--- src/rtl/sdcmd_pkg.sv ---
package sdcmd_pkg;

  typedef enum logic [2:0] {
    MD_NORMAL = 3'd0,
    MD_NOP    = 3'd1,
    MD_PALL   = 3'd2,
    MD_LMR    = 3'd3,
    MD_REF    = 3'd4,
    MD_ELMR   = 3'd5,
    MD_DPD    = 3'd6,
    MD_RSVD   = 3'd7
  } mode_e;

  // {CS#, RAS#, CAS#, WE#}
  typedef enum logic [3:0] {
    C_LMR  = 4'b0000,
    C_REF  = 4'b0001,
    C_PALL = 4'b0010,
    C_ACT  = 4'b0011,
    C_WR   = 4'b0100,
    C_RD   = 4'b0101,
    C_DPD  = 4'b0110,
    C_NOP  = 4'b0111
  } cmd_e;

  function automatic logic [31:0] win_off(logic [31:0] addr, logic [31:0] base);
    return addr - base;
  endfunction

  function automatic logic win_hit(logic [31:0] addr, logic [31:0] base,
                                   int unsigned win_w);
    logic [31:0] d;
    d = addr - base;
    return (d >> win_w) == 32'd0;
  endfunction

  function automatic mode_e fold_mode(logic [2:0] raw);
    return (raw == 3'd7) ? MD_NORMAL : mode_e'(raw);
  endfunction

endpackage

--- src/rtl/sdcmd_mode_reg.sv ---
module sdcmd_mode_reg
  import sdcmd_pkg::*;
#(
  parameter int CFG_W = 32
) (
  input  logic             clk,
  input  logic             rst_n,
  input  logic             cfg_we,
  input  logic [CFG_W-1:0] cfg_wdata,
  output mode_e            mode,
  output logic [CFG_W-1:0] cfg_rdata
);
  mode_e mode_q;
  logic  unused_cfg_hi;

  assign unused_cfg_hi = ^cfg_wdata[CFG_W-1:3];

  always_ff @(posedge clk) begin
    if (!rst_n) begin
      mode_q <= MD_NORMAL;
    end else if (cfg_we) begin
      mode_q <= fold_mode(cfg_wdata[2:0]);
    end
  end

  assign mode      = mode_q;
  assign cfg_rdata = CFG_W'(mode_q);
endmodule

--- src/rtl/sdcmd_decode.sv ---
module sdcmd_decode
  import sdcmd_pkg::*;
#(
  parameter int COL_W = 9,
  parameter int ROW_W = 13,
  parameter int BA_W  = 2,
  parameter int OFF_W = 24
) (
  input  mode_e            mode,
  input  logic             wr,
  input  logic [OFF_W-1:0] off,
  input  logic             second,
  input  logic             wake,
  output cmd_e             cmd,
  output logic [BA_W-1:0]  ba,
  output logic [ROW_W-1:0] a,
  output logic             cke_drop
);
  localparam int BANK_LSB = COL_W;
  localparam int ROW_LSB  = COL_W + BA_W;
  localparam int AP_BIT   = 10;

  logic [BA_W-1:0]  bank_f;
  logic [ROW_W-1:0] row_f;
  logic [ROW_W-1:0] col_f;
  logic [ROW_W-1:0] mrv_f;

  assign bank_f = off[BANK_LSB +: BA_W];
  assign row_f  = off[ROW_LSB +: ROW_W];
  assign col_f  = ROW_W'(off[COL_W-1:0]);
  assign mrv_f  = off[ROW_W-1:0];

  always_comb begin
    cmd      = C_NOP;
    ba       = '0;
    a        = '0;
    cke_drop = 1'b0;
    if (wake) begin
      cmd = C_NOP;
    end else begin
      unique case (mode)
        MD_NOP:  cmd = C_NOP;
        MD_PALL: begin
          cmd = C_PALL;
          a   = ROW_W'(1) << AP_BIT;
        end
        MD_LMR:  begin
          cmd = C_LMR;
          a   = mrv_f;
        end
        MD_REF:  cmd = C_REF;
        MD_ELMR: begin
          cmd = C_LMR;
          ba  = BA_W'(2);
          a   = mrv_f;
        end
        MD_DPD:  begin
          cmd      = C_DPD;
          cke_drop = 1'b1;
        end
        default: begin
          ba = bank_f;
          if (!second) begin
            cmd = C_ACT;
            a   = row_f;
          end else begin
            cmd = wr ? C_WR : C_RD;
            a   = col_f;
          end
        end
      endcase
    end
  end
endmodule

--- src/rtl/sdcmd_seq.sv ---
module sdcmd_seq
  import sdcmd_pkg::*;
#(
  parameter int          ADDR_W  = 32,
  parameter int          OFF_W   = 24,
  parameter int          COL_W   = 9,
  parameter int          ROW_W   = 13,
  parameter int          BA_W    = 2,
  parameter int          GAP_CYC = 2,
  parameter logic [31:0] BASE    = 32'h2000_0000
) (
  input  logic              clk,
  input  logic              rst_n,
  input  mode_e             mode,
  input  logic              host_req,
  input  logic              host_wr,
  input  logic [ADDR_W-1:0] host_addr,
  output logic              host_ready,
  output cmd_e              pin_cmd,
  output logic [BA_W-1:0]   pin_ba,
  output logic [ROW_W-1:0]  pin_a,
  output logic              pin_cke,
  output logic              acc_take,
  output logic              iss_vld,
  output cmd_e              iss_cmd
);
  localparam int CNT_W = $clog2(GAP_CYC + 1);

  typedef enum logic [1:0] {S_IDLE, S_RW, S_GAP} st_e;

  st_e              st_q;
  logic [CNT_W-1:0] cnt_q;
  mode_e            cap_mode;
  logic             cap_wr;
  logic [OFF_W-1:0] cap_off;
  logic             pd_q;
  logic             ready_q;
  cmd_e             cmd_q;
  logic [BA_W-1:0]  ba_q;
  logic [ROW_W-1:0] a_q;
  logic             cke_q;

  logic [31:0]      off_full;
  logic             hit;
  logic             take_mem;
  logic             unused_off_hi;

  mode_e            dec_mode;
  logic             dec_wr;
  logic [OFF_W-1:0] dec_off;
  logic             dec_second;
  logic             dec_wake;
  cmd_e             dec_cmd;
  logic [BA_W-1:0]  dec_ba;
  logic [ROW_W-1:0] dec_a;
  logic             dec_cke_drop;

  assign off_full      = win_off(32'(host_addr), BASE);
  assign hit           = win_hit(32'(host_addr), BASE, OFF_W);
  assign unused_off_hi = ^off_full[31:OFF_W];

  assign acc_take = (st_q == S_IDLE) && host_req;
  assign take_mem = acc_take && hit;

  assign dec_mode   = (st_q == S_IDLE) ? mode    : cap_mode;
  assign dec_wr     = (st_q == S_IDLE) ? host_wr : cap_wr;
  assign dec_off    = (st_q == S_IDLE) ? off_full[OFF_W-1:0] : cap_off;
  assign dec_second = (st_q == S_RW);
  assign dec_wake   = (st_q == S_IDLE) && pd_q;

  sdcmd_decode #(
    .COL_W(COL_W), .ROW_W(ROW_W), .BA_W(BA_W), .OFF_W(OFF_W)
  ) u_dec (
    .mode    (dec_mode),
    .wr      (dec_wr),
    .off     (dec_off),
    .second  (dec_second),
    .wake    (dec_wake),
    .cmd     (dec_cmd),
    .ba      (dec_ba),
    .a       (dec_a),
    .cke_drop(dec_cke_drop)
  );

  assign iss_vld = take_mem || (st_q == S_RW);
  assign iss_cmd = dec_cmd;

  always_ff @(posedge clk) begin
    if (!rst_n) begin
      st_q     <= S_IDLE;
      cnt_q    <= '0;
      cap_mode <= MD_NORMAL;
      cap_wr   <= 1'b0;
      cap_off  <= '0;
      pd_q     <= 1'b0;
      ready_q  <= 1'b0;
      cmd_q    <= C_NOP;
      ba_q     <= '0;
      a_q      <= '0;
      cke_q    <= 1'b1;
    end else begin
      ready_q <= 1'b0;
      cmd_q   <= C_NOP;
      ba_q    <= '0;
      a_q     <= '0;
      unique case (st_q)
        S_IDLE: begin
          if (acc_take) begin
            if (!hit) begin
              ready_q <= 1'b1;
            end else begin
              cap_mode <= mode;
              cap_wr   <= host_wr;
              cap_off  <= off_full[OFF_W-1:0];
              cmd_q    <= dec_cmd;
              ba_q     <= dec_ba;
              a_q      <= dec_a;
              cnt_q    <= '0;
              if (pd_q) begin
                cke_q <= 1'b1;
                pd_q  <= 1'b0;
                st_q  <= S_GAP;
              end else if (mode == MD_NORMAL) begin
                st_q <= S_RW;
              end else begin
                st_q <= S_GAP;
                if (dec_cke_drop) begin
                  cke_q <= 1'b0;
                  pd_q  <= 1'b1;
                end
              end
            end
          end
        end
        S_RW: begin
          cmd_q <= dec_cmd;
          ba_q  <= dec_ba;
          a_q   <= dec_a;
          cnt_q <= '0;
          st_q  <= S_GAP;
        end
        default: begin
          if (cnt_q == CNT_W'(GAP_CYC)) begin
            ready_q <= 1'b1;
            st_q    <= S_IDLE;
          end else begin
            cnt_q <= cnt_q + 1'b1;
          end
        end
      endcase
    end
  end

  assign host_ready = ready_q;
  assign pin_cmd    = cmd_q;
  assign pin_ba     = ba_q;
  assign pin_a      = a_q;
  assign pin_cke    = cke_q;
endmodule

--- src/rtl/sdcmd_proto_mon.sv ---
module sdcmd_proto_mon
  import sdcmd_pkg::*;
(
  input  logic clk,
  input  logic rst_n,
  input  logic iss_vld,
  input  cmd_e iss_cmd,
  output logic ref_bad,
  output logic prot_err
);
  logic last_pall_q;
  logic err_q;

  assign ref_bad = iss_vld && (iss_cmd == C_REF) && !last_pall_q;

  always_ff @(posedge clk) begin
    if (!rst_n) begin
      last_pall_q <= 1'b0;
      err_q       <= 1'b0;
    end else begin
      if (iss_vld && iss_cmd != C_NOP && iss_cmd != C_REF) begin
        last_pall_q <= (iss_cmd == C_PALL);
      end
      if (ref_bad) begin
        err_q <= 1'b1;
      end
    end
  end

  assign prot_err = err_q;
endmodule

--- src/rtl/sdram_cmd_override.sv ---
module sdram_cmd_override
  import sdcmd_pkg::*;
#(
  parameter int          ADDR_W  = 32,
  parameter int          CFG_W   = 32,
  parameter int          WIN_W   = 24,
  parameter int          COL_W   = 9,
  parameter int          ROW_W   = 13,
  parameter int          BA_W    = 2,
  parameter int          GAP_CYC = 2,
  parameter logic [31:0] BASE    = 32'h2000_0000
) (
  input  logic              clk,
  input  logic              rst_n,
  input  logic              cfg_we,
  input  logic [CFG_W-1:0]  cfg_wdata,
  output logic [CFG_W-1:0]  cfg_rdata,
  input  logic              host_req,
  input  logic              host_wr,
  input  logic [ADDR_W-1:0] host_addr,
  output logic              host_ready,
  output logic              sd_cke,
  output logic              sd_cs_n,
  output logic              sd_ras_n,
  output logic              sd_cas_n,
  output logic              sd_we_n,
  output logic [BA_W-1:0]   sd_ba,
  output logic [ROW_W-1:0]  sd_a,
  output logic              prot_err
);
  mode_e mode;
  cmd_e  pin_cmd;
  cmd_e  iss_cmd;
  logic  iss_vld;
  logic  acc_take;
  logic  ref_bad;

  sdcmd_mode_reg #(.CFG_W(CFG_W)) u_mode (
    .clk      (clk),
    .rst_n    (rst_n),
    .cfg_we   (cfg_we),
    .cfg_wdata(cfg_wdata),
    .mode     (mode),
    .cfg_rdata(cfg_rdata)
  );

  sdcmd_seq #(
    .ADDR_W(ADDR_W), .OFF_W(WIN_W), .COL_W(COL_W), .ROW_W(ROW_W),
    .BA_W(BA_W), .GAP_CYC(GAP_CYC), .BASE(BASE)
  ) u_seq (
    .clk       (clk),
    .rst_n     (rst_n),
    .mode      (mode),
    .host_req  (host_req),
    .host_wr   (host_wr),
    .host_addr (host_addr),
    .host_ready(host_ready),
    .pin_cmd   (pin_cmd),
    .pin_ba    (sd_ba),
    .pin_a     (sd_a),
    .pin_cke   (sd_cke),
    .acc_take  (acc_take),
    .iss_vld   (iss_vld),
    .iss_cmd   (iss_cmd)
  );

  sdcmd_proto_mon u_mon (
    .clk     (clk),
    .rst_n   (rst_n),
    .iss_vld (iss_vld),
    .iss_cmd (iss_cmd),
    .ref_bad (ref_bad),
    .prot_err(prot_err)
  );

  assign {sd_cs_n, sd_ras_n, sd_cas_n, sd_we_n} = 4'(pin_cmd);
endmodule

--- config.mk ---
export PLATFORM = sky130hd
export DESIGN_NAME = sdram_cmd_override
export DESIGN_NICKNAME = d
export VERILOG_FILES = /design/src/rtl/sdcmd_pkg.sv /design/src/rtl/sdcmd_mode_reg.sv /design/src/rtl/sdcmd_decode.sv /design/src/rtl/sdcmd_seq.sv /design/src/rtl/sdcmd_proto_mon.sv /design/src/rtl/sdram_cmd_override.sv
export SDC_FILE = /design/constraint.sdc
export NUM_CORES = 1
export LEC_CHECK = 0
export BUFFER_PORTS_ARGS = -buffer_cell sky130_fd_sc_hd__buf_2
export CAP_MARGIN = 20
export CORE_ASPECT_RATIO = 1.25
export CORE_MARGIN = 2
export CORE_UTILIZATION = 30
export CTS_CLUSTER_DIAMETER = 150
export DETAILED_ROUTE_END_ITERATION = 7
export SLEW_MARGIN = 5
export SYNTH_ARGS = -nofsm -noshare
export SYNTH_HDL_FRONTEND = slang
export SYNTH_HIERARCHICAL = 1
export SYNTH_SLANG_ARGS = --single-unit
--- constraint.sdc ---
create_clock -name clk -period 2.8 [get_ports clk]
set_input_delay 0.14 -clock clk [delete_from_list [all_inputs] [get_ports clk]]
set_output_delay 0.14 -clock clk [all_outputs]
set_load 0.01 [all_outputs]
==> results of run 1 <==
stage by stage:
step | hold slack, ns | instance area (µm²) | util [%] | std cells
6_report | 0.0639 | 3780 | 37.2 | 556
4_1_cts | 0.0511 | 3770 | 37.2 | 556
3_3_place_gp | 0.394 | 3450 | 33.9 | 540
5_1_grt | 0.0649 | 3780 | 37.2 | 556
2_1_floorplan | 0.257 | 3260 | - | 389
3_5_place_dp | 0.402 | 3450 | 33.9 | 540
critical path, cell delays in order (launching register included):
cell and delay (ns):
dfxtp_1 0.31, nor2_2 0.30, mux2_2 0.40, buf_4 0.18, xnor2_1 0.22, a21oi_1 0.09
or2_2 0.31, or2b_1 0.19, o2111ai_1 0.12, a31oi_1 0.18
power by group through the flow:
stage,combinational (µW),sequential [µW],clock [µW]
detailed placement,192,865,0
floorplan,164,866,0
finish,194,847,1190
global route,214,847,1250
global placement,188,865,0
CTS,193,847,1220
flip-flops by register name (all words and copies together), names as in the netlist, 2 cells and up:
register	cells
u_seq/pin_cmd	4
u_seq/st_q	2
u_mode/mode	3
u_seq/cap_off	24
u_seq/cap_mode	3
u_seq/pin_ba	2
u_seq/cnt_q	2
u_seq/pin_a	13
cell families (layout without fill, tap and decap cells):
| group | after synthesis | in the layout | share of synthesized area, % |
|---|---|---|---|
| AO/OA/AOI/OAI | 72 | 72 | 15.5 |
| XOR/XNOR | 4 | 4 | 1.35 |
| adder cells (fa/ha/maj) | 2 | 2 | 0.793 |
| buffers and inverters | 60 | 98 | 12.8 |
| flip-flops | 59 | 59 | 37.4 |
| multiplexers | 29 | 29 | 10.3 |
| other | 2 | 30 | 0.238 |
| AND/OR/NAND/NOR | 133 | 133 | 21.6 |
cells in the mapped netlist, drive strengths merged (5+ instances only):
| cell type | count |
|---|---|
| a21oi | 34 |
| a22o | 11 |
| and2 | 18 |
| buf | 47 |
| clkbuf | 5 |
| dfxtp | 59 |
| inv | 7 |
| mux2 | 28 |
| nand2 | 67 |
| nand2b | 10 |
| nand3 | 6 |
| nor2 | 9 |
| nor3 | 6 |
| o21ai | 5 |
area by class of cell:
class	count	area share, %
Multi-Input combinational cell	270	44.6
Tap cell	129	4.27
Clock inverter	7	2.65
Inverter	8	0.794
Sequential cell	59	31.2
Clock buffer	9	5.96
Timing Repair Buffer	74	10.5
worst min path at each step:
stage,from,to,slack (ns),cells past startpoint
floorplan,rst_n,u_mon/prot_err$_SDFFE_PN0P_,0.26,1
global placement,host_addr[22],u_seq/cap_off[22]$_SDFFE_PN0P_,0.39,3
detailed placement,host_addr[20],u_seq/cap_off[20]$_SDFFE_PN0P_,0.40,3
CTS,host_addr[3],u_seq/cap_off[3]$_SDFFE_PN0P_,0.05,3
global route,host_addr[15],u_seq/cap_off[15]$_SDFFE_PN0P_,0.06,3
finish,host_addr[4],u_seq/cap_off[4]$_SDFFE_PN0P_,0.06,3
timing repair:
| item | in CTS | in global routing |
|---|---|---|
| endpoints found under the setup margin | 0 | 11 |
| hold endpoints to repair | 0 | 0 |
| resized for setup | 0 | 1 |
metal layers:
layer	routed length (µm)	share of wire [%]
met5	0	0
met4	150	2.1
met3	447	6.3
met2	3550	50
met1	3000	42
==> metrics, run 1 <==
status finished, final reports clean; CTS H-Tree Depth 3; vias 2596; final setup fails 0; DR iter-0 viols between 150 and 200; CTS tree built; GRT overflow 0; Yosys cell types between 50 and 60; CTS max path bufs 2; Reg2Reg Depth 9; fill count between 1000 and 1500; sw frac between 20% and 30%; RSZ-0062 raised after global routing no; Die Wd 95.8 µm; NetSw slightly above 500 µW; Final Hold Fails 0; Final Slew Violations 0; Clock Skew 0.00579 ns; initial antenna violation count 0; area share of the largest cell type after synthesis roughly 37%; clock period minus worst slack approximately 2.4 ns; Post-synth ARST share 0%; HPWL Detailed 5020 µm; Die Area around 11000 µm²; maxcap violations 0; Worst Setup EP u_mon/last_pall_q$_SDFFE_PN0P_; Post-route DRC 0; Final #Nets 493; start of the worst register-to-register path u_seq/st_q[0]$_SDFFE_PN0P_; Clock Latency Late Sink about 0.33 ns; # diodes 0; RePlAce Congestion 0.758; worst hold path class in2reg; largest net degree at the start of global routing 34; Top Ports approximately 120; Post-DRT Antenna Nets 0; Reg2Reg Setup Slack between 0.4 and 0.5 ns; GR Layer Usage met3 between 3 and 4%; multi-input logic area 1690 µm²; Starting Density between 30% and 40%; Routed WL between 7000 and 8000 µm; FF+latch count, synth approximately 60; router iterations before antenna repair 4; crit path launch u_seq/st_q[0]$_SDFFE_PN0P_; commonest non-fill, non-tap cell in the layout nand2_1; Crit Path Max Fanout 12; sequential area share after synthesis around 37%; part of the power in combinational logic around 8.7%; Core Area 10200 µm²; Max Fclk 417 MHz; internal power between 1500 and 2000 µW; Final WS setup 0.403 ns; met1 global-route usage 14.8%; Setup TNS 0 ns; Mapped Cells approximately 360; GRT Util Overall roughly an eighth; Die Ht about 120 µm; Rows 41; critical path endpoint category flip-flop; part of the power in the clock network a little over half; Max VDD drop approximately 260 µV; post-DR wirelength/cell ~13 µm; post-synth design cell area around 3200 µm²; Via density between 4 and 5; dpl ws between 0.15 and 0.2 ns; YS warnings 6; Area contributors post-synth dfxtp_1, mux2_2, buf_4; Synth area leader dfxtp_1; vias in the first global route approximately 2400; Worst Tran Pin Value 0.679 ns; Syn Area/Cell 8.74 µm²; clk root buf clkbuf_16; Rel. slew slack ~55%; Syn-to-layout area delta 19.7%; leakage around 0.0016 µW; final worst-path cycle share ~86%; Tot Pwr between 2000 and 2500 µW; Worst Setup Start Kind flip-flop; commonest non-fill, non-tap cells in the layout nand2_1, buf_2, dfxtp_1, a21oi_1, conb_1; Worst-path clk slew approximately 0.060 ns; met2 Use GR roughly 22%; postcts setup bufs 0; share of cells above drive strength 1 approximately 31%; worst r2r dst u_mon/last_pall_q$_SDFFE_PN0P_; Synth Flop Type dfxtp_1; CP Class reg2reg; critical path required time between 3 and 4 ns; PortBufs 64; first-pass GRT wire length ~11000 µm; number of flops mapped to enable cells by yosys 0; Post-CTS Hold Buffers 0; FF+latch area about 1200 µm²; Cell Pwr Density between 500 and 600 nW/µm²; critical path arrival ~2.7 ns; CTS Buf Count 9; clock sinks 59; GRT busiest layer met2; Seq pwr share a little under two fifths
Power figures use the tool's default switching activity.
==> inputs of run 2 (changes only) <==
--- a/config.mk
+++ b/config.mk
@@ -12,6 +12,7 @@
 export CORE_UTILIZATION = 30
 export CTS_CLUSTER_DIAMETER = 150
 export DETAILED_ROUTE_END_ITERATION = 7
+export MAX_ROUTING_LAYER = met4
 export SLEW_MARGIN = 5
 export SYNTH_ARGS = -nofsm -noshare
 export SYNTH_HDL_FRONTEND = slang
==> run 2 against run 1 <==
Total power about the same; die area unchanged; register-to-register slack barely moved; clock power about the same; final area is the same; critical path depth is the same; fmax increased by 0.23%; largest cell class unchanged.
==> metrics, run 2 (synthesis gave the netlist of run 1 again) <==
final setup fails 0 (unchanged); clk root buf clkbuf_16 (unchanged); Die Ht 119 µm (unchanged); GRT overflow 0 (unchanged); clock period minus worst slack 2.39 ns (was 2.40 ns); final worst-path cycle share 85.4% (was 85.6%); Syn-to-layout area delta 19.7% (unchanged); Die Wd 95.8 µm (unchanged); Final Hold Fails 0 (unchanged); Via density 4.68 (was 4.67); first-pass GRT wire length 11400 µm (about the same); Worst Setup Start Kind flip-flop (unchanged); CTS tree built (unchanged); largest net degree at the start of global routing 34 (unchanged); HPWL Detailed 5020 µm (unchanged); Post-CTS Hold Buffers 0 (unchanged); RePlAce Congestion 0.768 (was 0.758); Max Fclk 418 MHz (was 417 MHz); CTS H-Tree Depth 3 (unchanged); leakage 0.00158 µW (unchanged); CTS Buf Count 9 (unchanged); Cell Area, Placed 3450 µm² (unchanged); Largest Register u_seq/cap_off (unchanged); Rows 41 (unchanged); Core Area 10200 µm² (unchanged); critical path arrival 2.64 ns (was 2.65 ns); Worst-path clk slew 0.06 ns (about the same); CTS max path bufs 2 (unchanged); initial antenna violation count 0 (unchanged); Max VDD drop 264 µV (about the same); clock sinks 59 (unchanged); Starting Density 31.1% (unchanged); post-DR wirelength/cell 12.9 µm (about the same); PortBufs 64 (unchanged); router iterations before antenna repair 4 (unchanged); RSZ-0062 raised after global routing no (unchanged); Routed WL 7150 µm (about the same); Post-route DRC 0 (unchanged); commonest non-fill, non-tap cell in the layout nand2_1 (unchanged); share of cells above drive strength 1 31.1% (unchanged); Worst Tran Pin Value 0.694 ns (was 0.679 ns); Rel. slew slack 53.7% (was 54.6%); Top Ports 123 (unchanged); critical path required time 3.05 ns (about the same); vias 2604 (was 2596); Clock Latency Late Sink 0.33 ns (about the same); DR iter-0 viols 188 (was 162); maxcap violations 0 (unchanged); # diodes 0 (unchanged); Clock Skew 0.00528 ns (was 0.00579 ns); Largest register FFs 24 (unchanged); Reg2Reg Setup Slack 0.41 ns (was 0.40 ns); Final Cell Area 3780 µm² (unchanged); worst hold path class in2reg (unchanged); Setup TNS 0 ns (unchanged); Cell Pwr Density 590 nW/µm² (about the same); Crit Path Max Fanout 12 (unchanged); status finished, final reports clean (unchanged); Final Slew Violations 0 (unchanged); Final #Nets 493 (unchanged); commonest non-fill, non-tap cells in the layout nand2_1, buf_2, dfxtp_1, a21oi_1, conb_1 (unchanged); vias in the first global route 2438 (was 2446); critical path endpoint category flip-flop (unchanged); Die Area 11400 µm² (unchanged); CP Class reg2reg (unchanged); Post-DRT Antenna Nets 0 (unchanged); GRT Util Overall 13.3% (was 12.9%); Finished Core Util 37.2% (unchanged)
## run 2: worst max-delay path: stages (launching register included)
cell	delay [ns]
dfxtp_1	0.31
nor2_2	0.30
mux2_2	0.40
buf_4	0.18
xnor2_1	0.22
a21oi_1	0.09
or2_2	0.31
or2b_1	0.19
o2111ai_1	0.12
a31oi_1	0.18
## run 2: path summary, 6_finish.rpt
| check | start | to | cells past startpoint |
|---|---|---|---|
| setup / recovery | u_seq/st_q[0]$_SDFFE_PN0P_ | u_mon/last_pall_q$_SDFFE_PN0P_ | 9 |
| hold / removal | host_addr[12] | u_seq/cap_off[12]$_SDFFE_PN0P_ | 3 |
| hold reg to reg | u_seq/cap_off[0]$_SDFFE_PN0P_ | u_seq/cap_off[0]$_SDFFE_PN0P_ | 2 |
| setup reg to reg | u_seq/st_q[0]$_SDFFE_PN0P_ | u_mon/last_pall_q$_SDFFE_PN0P_ | 9 |
## run 2: routing by layer
| metal | part of all wire [%] | GRT usage [%] |
|---|---|---|
| met2 | 50 | 21.7 |
| met5 | 0 | - |
| met1 | 42 | 14.9 |
| met4 | 2.0 | 6.52 |
| met3 | 6.2 | 3.31 |
## run 2: power breakdown
group / total (µW) / leakage [µW] / switching [µW] / internal [µW]
logic: 194 / 0.000943 / 107 / 86.5
registers: 847 / 0.000476 / 3.29 / 844
clock network: 1190 / 0.000160 / 405 / 785
## run 2: timing repair
| item | CTS | global route |
|---|---|---|
| setup endpoints to repair | 0 | 11 |
| resized for setup | 0 | 1 |
| buffers inserted | 0 | 0 |
## run 2: final cells by class
class / instances / area (µm²)
tap: 129 / 161
multi-input combinational: 270 / 1690
clock buffer: 9 / 225
clock inverter: 7 / 100
inverter: 8 / 30.0
sequential: 59 / 1180
fill: 1047 / 6380
timing repair buffer: 74 / 395
## run 2: metrics by stage
step	hold slack, ns	total power, µW	setup WS [ns]	instances
3_5_place_dp	0.402	1060	0.175	540
3_3_place_gp	0.394	1050	0.147	540
5_1_grt	0.0649	2310	0.216	556
6_report	0.0624	2230	0.408	556
2_1_floorplan	0.257	1030	0.489	389
4_1_cts	0.0511	2260	0.156	556
==> inputs of run 3 (changes only) <==
--- a/config.mk
+++ b/config.mk
@@ -5,6 +5,7 @@
 export SDC_FILE = /design/constraint.sdc
 export NUM_CORES = 1
 export LEC_CHECK = 0
+export ABC_AREA = 1
 export BUFFER_PORTS_ARGS = -buffer_cell sky130_fd_sc_hd__buf_2
 export CAP_MARGIN = 20
 export CORE_ASPECT_RATIO = 1.25
==> run 3 against run 2 <==
Combinational power grew 46%; cell count grew 35%; clock-buffer cell count grew 4; non-clock buffer count decreased by 4; clock skew increased by 0.0021 ns; clock power fell by 10%; via count grew 26%; total power decreased by 0.94%; sequential power grew 0.7%; hold slack better by 0.0096 ns.
==> metrics, run 3 <==
share of cells above drive strength 1 16.3% (was 31.1%); CTS max path bufs 2 (unchanged); multiplexer share of the synthesized area 0% (was 10.3%); CP top delay family simple AND/OR/NAND/NOR gates (unchanged); status finished, final reports clean (unchanged); Worst Tran Pin Value 0.613 ns (was 0.694 ns); Synth area leader dfxtp_1 (unchanged); most frequent cell after synthesis nand2_1 (unchanged); Synth Flop Type dfxtp_1 (unchanged); Worst Setup Start Kind flip-flop (unchanged); Worst-path clk slew 0.05 ns (was 0.06 ns); RePlAce Congestion 0.870 (was 0.768); GRT Util Overall 14.4% (was 13.3%); Core Area 11100 µm² (was 10200 µm²); commonest non-fill, non-tap cells in the layout nand2_1, buf_2, dfxtp_1, nor2_1, a21oi_1 (was nand2_1, buf_2, dfxtp_1, a21oi_1, conb_1); CTS H-Tree Depth 3 (unchanged); Die Ht 123 µm (was 119 µm); Mapped Cells 560 (was 361); Syn Area/Cell 6.08 µm² (was 8.74 µm²); Rel. slew slack 59.0% (was 53.7%); Via density 4.36 (was 4.68); critical path endpoint category flip-flop (unchanged); Post-synth ARST share 0% (unchanged); vias 3283 (was 2604); FF+latch count, synth 59 (unchanged); router iterations before antenna repair 5 (was 4); adder-cell share of the synthesized area 0.734% (was 0.793%); commonest non-fill, non-tap cell in the layout nand2_1 (unchanged); CP bufs+invs 3 (was 1); area share of the largest cell type after synthesis 34.7% (was 37.4%); PortBufs 64 (unchanged); final worst-path cycle share 87.1% (was 85.4%); post-synth design cell area 3410 µm² (was 3160 µm²); Yosys cell types 26 (was 54); Cell Area, Placed 3680 µm² (was 3450 µm²); Post-Synth XOR/XNOR Area 0% (was 1.35%); Worst path max stage delay 0.50 ns (was 0.40 ns); Setup TNS 0 ns (unchanged); CP Cell Sequence nor2_4 > inv_2 > nor2_1 > inv_1 > nand3b_1 > inv_1 > nor2_1 > nand2_1 > nand3_2 > nand2_1 > nand2_1 > nor2_1 (was nor2_2 > mux2_2 > buf_4 > xnor2_1 > a21oi_1 > or2_2 > or2b_1 > o2111ai_1 > a31oi_1); clock sinks 59 (unchanged); Final Slew Violations 0 (unchanged); Compound-Gate Fraction of Synth Area 7.46% (was 15.5%); clock period minus worst slack 2.44 ns (was 2.39 ns); number of flops mapped to enable cells by yosys 0 (unchanged); CP Class reg2reg (unchanged); sequential area share after synthesis 34.7% (was 37.4%); largest family of logic cells by synthesized area simple AND/OR/NAND/NOR gates (unchanged); Critical Path Slowest Stage Cell nor2_1 (was mux2_2); Max VDD drop 238 µV (was 264 µV); YS warnings 6 (unchanged); Rows 43 (was 41); clk root buf clkbuf_16 (unchanged); Area contributors post-synth dfxtp_1, nand2_1, buf_4 (was dfxtp_1, mux2_2, buf_4); CTS Buf Count 9 (unchanged); Syn-to-layout area delta 17.4% (was 19.7%); Routed WL 8180 µm (was 7150 µm); vias in the first global route 2953 (was 2438); Cell Pwr Density 553 nW/µm² (was 590 nW/µm²); Post-synth top cells nand2_1, dfxtp_1, nor2_1, a21oi_1, buf_4 (was nand2_1, dfxtp_1, buf_4, a21oi_1, mux2_2); HPWL Detailed 5940 µm (was 5020 µm); critical path arrival 2.66 ns (was 2.64 ns); Post-CTS Hold Buffers 0 (unchanged); DR iter-0 viols 217 (was 188); Final Cell Area 4000 µm² (was 3780 µm²); Largest Register u_seq/cap_off (unchanged); Clock Latency Late Sink 0.33 ns (about the same); Crit Path Max Fanout 13 (was 12); Clock Skew 0.00742 ns (was 0.00528 ns); post-DR wirelength/cell 10.9 µm (was 12.9 µm); Top Ports 123 (unchanged); Final #Nets 685 (was 493); Largest register FFs 24 (unchanged); final setup fails 0 (unchanged); initial antenna violation count 0 (unchanged); Max Fclk 410 MHz (was 418 MHz); GRT overflow 0 (unchanged); largest net degree at the start of global routing 32 (was 34); Synth Area in Simple Gates 42.1% (was 21.6%); Starting Density 30.7% (was 31.1%); worst hold path class in2reg (unchanged); fill count 1246 (was 1047); maxcap violations 0 (unchanged); # diodes 0 (unchanged); first-pass GRT wire length 13600 µm (was 11400 µm); Post-DRT Antenna Nets 0 (unchanged); Post-route DRC 0 (unchanged); Final Hold Fails 0 (unchanged); Die Area 12200 µm² (was 11400 µm²); RSZ-0062 raised after global routing no (unchanged); Finished Core Util 36.1% (was 37.2%); CTS tree built (unchanged); Die Wd 99.3 µm (was 95.8 µm); leakage 0.00204 µW (was 0.00158 µW); critical path required time 3.02 ns (was 3.05 ns)
-- run 3: cell count changes after synthesis, sizes merged, moves of 4 or more --
cell    before  now
a22o        11    0
nand2       67  267
nand3        6   28
and2        18    0
mux2        28    0
a21oi       34   38
inv          7   38
nor2         9   56
nand2b      10    0
clkbuf       5   11
nor3         6    0
-- run 3: metrics by stage --
step / total power [µW] / instances / hold slack, ns / setup WS, ns
after floorplan: 1100 / 588 / 0.209 / 0.547
after global placement: 1140 / 737 / 0.401 / 0.366
after detailed placement: 1150 / 737 / 0.406 / 0.302
after CTS: 2240 / 752 / 0.0572 / 0.289
after global routing: 2340 / 753 / 0.0740 / 0.0633
final: 2210 / 753 / 0.0720 / 0.360
-- run 3: final timing paths --
path / end / depth (start not counted) / slack, ns / startpoint
worst max-delay path: u_mon/last_pall_q$_SDFFE_PN0P_ / 12 / 0.36 / u_seq/st_q[1]$_SDFFE_PN0P_
worst min-delay path: u_seq/cap_off[22]$_SDFFE_PN0P_ / 3 / 0.07 / host_addr[22]
worst max register to register: u_mon/last_pall_q$_SDFFE_PN0P_ / 12 / 0.36 / u_seq/st_q[1]$_SDFFE_PN0P_
worst min register to register: u_mon/prot_err$_SDFFE_PN0P_ / 1 / 0.46 / u_mon/prot_err$_SDFFE_PN0P_
-- run 3: logic make-up (layout without fill, tap and decap cells) --
family                   Yosys count  in the layout
AND/OR/NAND/NOR                  357            357
AO/OA/AOI/OAI                     47             47
flip-flops                        59             59
other                              2             30
buffers and inverters             93            123
adder cells (fa/ha/maj)            2              2
-- run 3: layout make-up --
type / instances / area, µm² / share of cell area, %
Multi-Input combinational cell: 436 / 1830 / 45.7
Inverter: 38 / 143 / 3.57
Timing Repair Buffer: 70 / 385 / 9.63
Clock buffer: 13 / 260 / 6.51
Clock inverter: 2 / 35.0 / 0.876
Sequential cell: 59 / 1180 / 29.5
Tap cell: 135 / 169 / 4.22
-- run 3: power by group --
| part | internal [µW] | switching [µW] | total (µW) |
|---|---|---|---|
| clock network | 729 | 345 | 1070 |
| logic | 97.8 | 186 | 284 |
| registers | 848 | 4.97 | 853 |
-- run 3: metal layers --
layer  routed length [µm]  track usage (%)  vias up  part of all wire [%]
met5                    0                -        -                     0
met4                   87             7.88        0                   1.1
met3                  425             3.22        4                   5.2
met2                 3910             23.1       88                    48
met1                 3760             16.6     1432                    46
li1                     -                -     1759                     -
-- run 3: what timing repair did --
action / in CTS / in global routing
setup endpoints to repair: 0 / 1
setup buffers: 0 / 0
gates resized for setup: 0 / 1
-- run 3: worst register-to-register path: stages, from the launching register on --
cell and delay [ns]:
dfxtp_1 0.36, nor2_4 0.21, inv_2 0.13, nor2_1 0.50
inv_1 0.39, nand3b_1 0.25, inv_1 0.08, nor2_1 0.12
nand2_1 0.08, nand3_2 0.07, nand2_1 0.05, nand2_1 0.05
nor2_1 0.04
